[config.mk]
export PLATFORM = sky130hd
export DESIGN_NAME = wdt_keyseq
export DESIGN_NICKNAME = d
export VERILOG_FILES = /design/src/rtl/wdt_pkg.sv /design/src/rtl/wdt_timebase.sv /design/src/rtl/wdt_key_seq.sv /design/src/rtl/wdt_req_pulse.sv /design/src/rtl/wdt_keyseq.sv
export SDC_FILE = /design/constraint.sdc
export NUM_CORES = 1
export LEC_CHECK = 0
export BUFFER_PORTS_ARGS = -buffer_cell sky130_fd_sc_hd__buf_4
export CORE_MARGIN = 2
export CORE_UTILIZATION = 60
export CTS_BUF_LIST = sky130_fd_sc_hd__clkbuf_8
export DETAILED_ROUTE_END_ITERATION = 16
export GPL_TIMING_DRIVEN = 0
export PLACE_DENSITY = 0.81
export SYNTH_ARGS = -nofsm -noshare
export SYNTH_HDL_FRONTEND = slang
export SYNTH_SLANG_ARGS = --single-unit
[constraint.sdc]
create_clock -name clk -period 11.3 [get_ports clk]
set_input_delay 0.565 -clock clk [delete_from_list [all_inputs] [get_ports clk]]
set_output_delay 0.565 -clock clk [all_outputs]
set_load 0.01 [all_outputs]
[src/rtl/wdt_pkg.sv]
package wdt_pkg;

    localparam int WDT_SEL_W   = 3;
    localparam int WDT_KEY_W   = 8;
    localparam int WDT_MAX_EXP = 24;

    typedef enum logic {
        KEY_IDLE  = 1'b0,
        KEY_ARMED = 1'b1
    } key_state_e;

    typedef struct packed {
        logic run;
        logic clear;
    } tb_ctl_t;

    typedef struct packed {
        logic                 wr;
        logic [WDT_KEY_W-1:0] data;
    } key_req_t;

    function automatic int unsigned wdt_exp(input logic [WDT_SEL_W-1:0] sel,
                                            input int unsigned shrink);
        int unsigned e;
        case (sel)
            3'd1:    e = 14;
            3'd2:    e = 16;
            3'd3:    e = 18;
            3'd4:    e = 20;
            3'd5:    e = 22;
            3'd6:    e = 23;
            3'd7:    e = 24;
            default: e = 0;
        endcase
        return (e > shrink) ? (e - shrink) : 0;
    endfunction

endpackage

[src/rtl/wdt_timebase.sv]
module wdt_timebase
    import wdt_pkg::*;
#(
    parameter int CNT_W         = 24,
    parameter int PERIOD_SHRINK = 0
) (
    input  logic                 clk,
    input  logic                 rst,
    input  logic [WDT_SEL_W-1:0] sel,
    input  tb_ctl_t              ctl,
    output logic                 expire,
    output logic                 win_open
);

    localparam int PW = CNT_W + 1;

    logic [CNT_W-1:0] cnt_q;
    logic [PW-1:0]    period;
    logic [PW-1:0]    win_start;
    logic [PW-1:0]    cnt_ext;
    int unsigned      shift_amt;

    always_comb begin
        shift_amt = wdt_exp(sel, PERIOD_SHRINK);
        period    = PW'(1) << shift_amt;
        win_start = period - (period >> 2);
        cnt_ext   = {1'b0, cnt_q};
        expire    = ctl.run && (cnt_ext >= (period - PW'(1)));
        win_open  = (cnt_ext >= win_start);
    end

    always_ff @(posedge clk) begin
        if (rst) begin
            cnt_q <= '0;
        end else if (ctl.clear) begin
            cnt_q <= '0;
        end else if (ctl.run) begin
            cnt_q <= cnt_q + CNT_W'(1);
        end
    end

    assert_hold_idle_R9: assert property (@(posedge clk) disable iff (rst)
        (!ctl.run && !ctl.clear) |=> $stable(cnt_q));

    assert_clear_zero_R4: assert property (@(posedge clk) disable iff (rst)
        ctl.clear |=> (cnt_q == '0));

    assert_count_step_R3: assert property (@(posedge clk) disable iff (rst)
        (ctl.run && !ctl.clear) |=> (cnt_q == $past(cnt_q) + CNT_W'(1)));

endmodule

[src/rtl/wdt_key_seq.sv]
module wdt_key_seq
    import wdt_pkg::*;
#(
    parameter logic [WDT_KEY_W-1:0] KEY_FIRST  = 8'h55,
    parameter logic [WDT_KEY_W-1:0] KEY_SECOND = 8'hAA
) (
    input  logic     clk,
    input  logic     rst,
    input  key_req_t req,
    input  logic     win_ok,
    input  logic     abort,
    output logic     svc_done,
    output logic     key_err
);

    key_state_e state_q, state_d;
    logic       arm_hit;

    always_comb begin
        svc_done = 1'b0;
        key_err  = 1'b0;
        arm_hit  = 1'b0;
        if (req.wr) begin
            if (!win_ok) begin
                key_err = 1'b1;
            end else if (req.data == KEY_FIRST) begin
                if (state_q == KEY_ARMED) key_err = 1'b1;
                else                      arm_hit = 1'b1;
            end else if (req.data == KEY_SECOND) begin
                if (state_q == KEY_ARMED) svc_done = 1'b1;
                else                      key_err  = 1'b1;
            end else begin
                key_err = 1'b1;
            end
        end
    end

    always_comb begin
        state_d = state_q;
        if (abort || key_err) state_d = KEY_IDLE;
        else if (arm_hit)     state_d = KEY_ARMED;
        else if (svc_done)    state_d = KEY_IDLE;
    end

    always_ff @(posedge clk) begin
        if (rst) state_q <= KEY_IDLE;
        else     state_q <= state_d;
    end

    assert_arm_from_first_R6: assert property (@(posedge clk) disable iff (rst)
        $rose(state_q == KEY_ARMED) |-> $past(req.wr && (req.data == KEY_FIRST)));

endmodule

[src/rtl/wdt_req_pulse.sv]
module wdt_req_pulse (
    input  logic clk,
    input  logic rst,
    input  logic enabled,
    input  logic key_err,
    input  logic expire,
    input  logic svc_done,
    output logic fault,
    output logic rst_req
);

    always_comb begin
        fault = enabled && !rst_req && (key_err || (expire && !svc_done));
    end

    always_ff @(posedge clk) begin
        if (rst) rst_req <= 1'b0;
        else     rst_req <= fault;
    end

    assert_single_pulse_R10: assert property (@(posedge clk) disable iff (rst)
        rst_req |=> !rst_req);

    assert_expiry_raises_R3: assert property (@(posedge clk) disable iff (rst)
        (enabled && !rst_req && expire && !svc_done) |=> rst_req);

endmodule

[src/rtl/wdt_keyseq.sv]
module wdt_keyseq
    import wdt_pkg::*;
#(
    parameter int PERIOD_SHRINK = 0
) (
    input  logic                 clk,
    input  logic                 rst,
    input  logic                 tick_en,
    input  logic [WDT_SEL_W-1:0] cfg_sel,
    input  logic                 cfg_window,
    input  logic                 cfg_run_in_stop,
    input  logic                 stop_mode,
    input  logic                 key_wr,
    input  logic [WDT_KEY_W-1:0] key_data,
    output logic                 rst_req
);

    localparam int CNT_W = WDT_MAX_EXP - PERIOD_SHRINK;

    logic     enabled;
    logic     expire;
    logic     win_open;
    logic     win_ok;
    logic     svc_done;
    logic     key_err;
    logic     fault;
    tb_ctl_t  ctl;
    key_req_t kreq;

    always_comb begin
        enabled   = (cfg_sel != '0);
        kreq.wr   = key_wr && enabled && !rst_req;
        kreq.data = key_data;
        win_ok    = !cfg_window || win_open;
        ctl.run   = enabled && !rst_req && tick_en && (!stop_mode || cfg_run_in_stop);
        ctl.clear = !enabled || rst_req || svc_done || fault;
    end

    wdt_timebase #(
        .CNT_W         (CNT_W),
        .PERIOD_SHRINK (PERIOD_SHRINK)
    ) u_timebase (
        .clk      (clk),
        .rst      (rst),
        .sel      (cfg_sel),
        .ctl      (ctl),
        .expire   (expire),
        .win_open (win_open)
    );

    wdt_key_seq u_key_seq (
        .clk      (clk),
        .rst      (rst),
        .req      (kreq),
        .win_ok   (win_ok),
        .abort    (fault || !enabled || rst_req),
        .svc_done (svc_done),
        .key_err  (key_err)
    );

    wdt_req_pulse u_req_pulse (
        .clk      (clk),
        .rst      (rst),
        .enabled  (enabled),
        .key_err  (key_err),
        .expire   (expire),
        .svc_done (svc_done),
        .fault    (fault),
        .rst_req  (rst_req)
    );

    assert_off_quiet_R2: assert property (@(posedge clk) disable iff (rst)
        (cfg_sel == '0) |=> !rst_req);

    assert_bad_value_R5: assert property (@(posedge clk) disable iff (rst)
        (kreq.wr && (key_data != 8'h55) && (key_data != 8'hAA)) |=> rst_req);

    assert_early_write_R7: assert property (@(posedge clk) disable iff (rst)
        (kreq.wr && cfg_window && !win_open) |=> rst_req);

endmodule

==> metrics.md <==
| Metric | Value |
|---|---|
| CTS Hold Bufs | `0` |
| Drt first pass iters | `4` |
| CTS resizes | `0` |
| TritonCTS buffer count | `3` |
| Via/cell ratio | `5.857` |
| # fillers | `445` |
| First-pass GRT wire length | `13,680 um` |
| CP Capture Point | `u_timebase.cnt_q[19]` |
| MaxCap Viol Count | `0` |
| Reg2reg path depth | `8` |
| Slew margin rel. | `37.91%` |
| IO Pins | `19` |
| Nets | `545` |
| Pwr dens | `65.39 nW/um^2` |
| Final Max Tran Viols | `0` |
| Die area | `6038 sq um` |
| Most frequent cells after synthesis | `ha_1 (61), nand2_1 (35), nor3_1 (33), nor2_1 (27), dfxtp_1 (26)` |
| Unrepaired setup endpoints after global routing | `false` |
| Iteration-0 DRC Markers | `172` |
| Share of the synthesized area in the top cell type | `23.42%` |
| Via count | `3,122` |
| Final WS setup | `6347 ps` |
| CTS max path bufs | `2` |
| Fin Setup TNS | `0 ps` |
| Status | `finished, final reports clean` |
| Crit Path Category | `input port to flip-flop` |
| Area grow syn2layout | `11.67%` |
| Routed length per instance | `14.65 um` |
| Leak | `0.001634 uW` |
| Top cell type by total area after synthesis | `ha_1` |
| Post-route clock period utilization | `43.83%` |
| Diodes inserted | `0` |
| DPL Wire Length | `6405 um` |
| Achievable clock frequency | `0.2019 GHz` |
| Clock sink count | `26` |
| Flop-to-flop setup slack | `8370 ps` |
| Yosys warnings | `0` |
| Gp weighted congestion | `0.9305` |
| Worst-Margin Slew | `918.3 ps` |
| Asr flop ratio synth | `0%` |
| Synthesis-stage register bit count | `26` |
| WP data arrival | `5090 ps` |
| CTS tree | `built` |
| Distinct cells, synth | `59` |
| Hold Path Cell Cnt | `2` |
| Initial antenna violation count | `0` |
| Row count | `26` |
| Gate Count Post-Synth | `411` |
| Vias in the first global route | `3,051` |
| Reg-to-Reg End | `u_timebase.cnt_q[19]` |
| Pin count of the biggest net entering global routing | `14` |
| Sequential share of the synthesized area | `15.97%` |
| Reg area | `520.5 sq um` |
| Layout cells sized above 1 | `8.423%` |
| DRC | `0` |
| Crit Path Max Fanout | `10` |
| Die Y | `77.71 um` |
| Final Hold Viols | `0` |
| Clock tree root buffer cell | `clkbuf_8` |
| Place WS | `6188 ps` |
| Routed Antenna Nets | `0` |
| DRT Wirelength | `7807 um` |
| Ranking of synthesized cells by area | `ha_1 (23%), dfxtp_1 (16%), nor3_1 (5.1%), xor2_1 (4.8%), xnor2_1 (4.6%)` |
| Post CTS Setup Buffer Count | `0` |
| Syn Area/Cell | `7.930 sq um` |
| GRT Residual Overflow | `0` |
| Startpoint types | `input port` |
| Area occupied by multi-input gates | `2715 sq um` |
| Core area | `5172 sq um` |
| IO Port Bufs | `18` |
| Clock Skews | `1.646 ps` |
| H-tree depth | `1` |
| Count leader, synth | `ha_1` |
| Cell area after synthesis | `3259 sq um` |
| Worst Path Required | `11,430 ps` |
| Final setup vio count | `0` |
| Number of enable flip-flop cells after synthesis | `0` |
| Worst IR Drop VDD | `55.46 uV` |
| Ys flop type | `dfxtp_1` |
| Final min period | `4953 ps` |
| Worst Setup SP | `cfg_sel[2]` |
| Critical Path End Type | `flip-flop` |
| Clock slew at reported path FFs | `80 ps` |
| Total track usage | `27.58%` |
| Initial Util | `63.01%` |
| Die width | `77.71 um` |
| Worst Hold Class | `flip-flop to flip-flop` |
| RR Startpoint | `u_timebase.cnt_q[14]` |
| Latest clock arrival within the worst-skew pair | `260 ps` |
area by class of cell:
class	count	share of cell area [%]
Buffer	12	1.684
Clock buffer	3	1.134
Inverter	21	2.166
Multi-Input combinational cell	383	74.60
Sequential cell	26	14.30
Tap cell	70	2.406
Timing Repair Buffer	18	3.713
kinds of logic (layout without fill, tap and decap cells):
group,after synthesis,in the layout,synth area share (%)
compound gates,87,87,18.62
xor+xnor,35,35,9.405
fa+ha+maj,62,62,24.03
buf+inv,33,54,4.300
flops,26,26,15.97
mux,2,2,0.6142
other cells,2,33,0.2304
simple gates,164,164,26.83
through the flow:
stage               utilization [%]  hold slack (ps)  cell area (sq um)  total power (uW)  std cells
floorplan                         -            445.4               3376             165.2        442
global placement              69.57            472.5               3598             182.2        530
detailed placement            69.57            479.5               3598             184.7        530
CTS                           70.37            493.5               3640             234.9        533
global route                  70.37            525.6               3640             256.0        533
finish                        70.37            496.8               3640             238.0        533
critical path: stages:
cell,delay (ps)
buf_4,110
clkbuf_1,370
inv_1,210
nand2_1,210
nor2_1,110
ha_1,380
o21a_1,140
nor3_1,60
a31oi_1,150
nor2_1,60
a221o_1,290
a31oi_1,150
a21boi_0,230
ha_1,270
and3_1,200
a2111oi_0,600
o21a_1,230
a31oi_2,170
a21oi_4,300
buf_6,190
nor3_1,60
metal layers:
metal	global-route usage (%)	vias to the layer above	part of all wire (%)
met2	47.76	72	47
met3	3.837	16	4.0
met4	7.321	0	1.7
met5	0	-	0
met1	35.75	1429	47
li1	-	1605	-
worst min path at each step:
| stage | start | to | slack, ps |
|---|---|---|---|
| global route | u_key_seq.state_q | u_key_seq.state_q | 530 |
| finish | u_key_seq.state_q | u_key_seq.state_q | 500 |
| detailed placement | u_key_seq.state_q | u_key_seq.state_q | 480 |
| CTS | u_key_seq.state_q | u_key_seq.state_q | 490 |
| floorplan | u_key_seq.state_q | u_key_seq.state_q | 450 |
| global placement | u_key_seq.state_q | u_key_seq.state_q | 470 |
cell usage in the layout (no fill, tap or decap), types with 8 or more instances in the layout:
master	synthesis	routed
a21oi_1	23	23
and3_1	8	8
buf_4	0	18
conb_1	2	33
dfxtp_1	26	26
ha_1	61	61
inv_1	21	21
nand2_1	35	35
nand3_1	15	15
nand4_1	10	10
nor2_1	27	27
nor3_1	33	33
o21ai_0	14	14
xnor2_1	17	17
xor2_1	18	18
power by group:
group	leakage, uW	internal, uW	switching, uW	total [uW]
Combinational	0.00140	39.2	55.5	94.7
Clock	0.0000216	23.8	26.3	50.1
Sequential	0.000210	92.2	0.908	93.1
Total	0.00163	155	82.7	238
sequential cells by signal (all words and copies together) (netlist names):
signal	count
u_key_seq.state_q	1
u_req_pulse.rst_req	1
u_timebase.cnt_q	24
No activity file was read; power rests on OpenSTA's default activity.
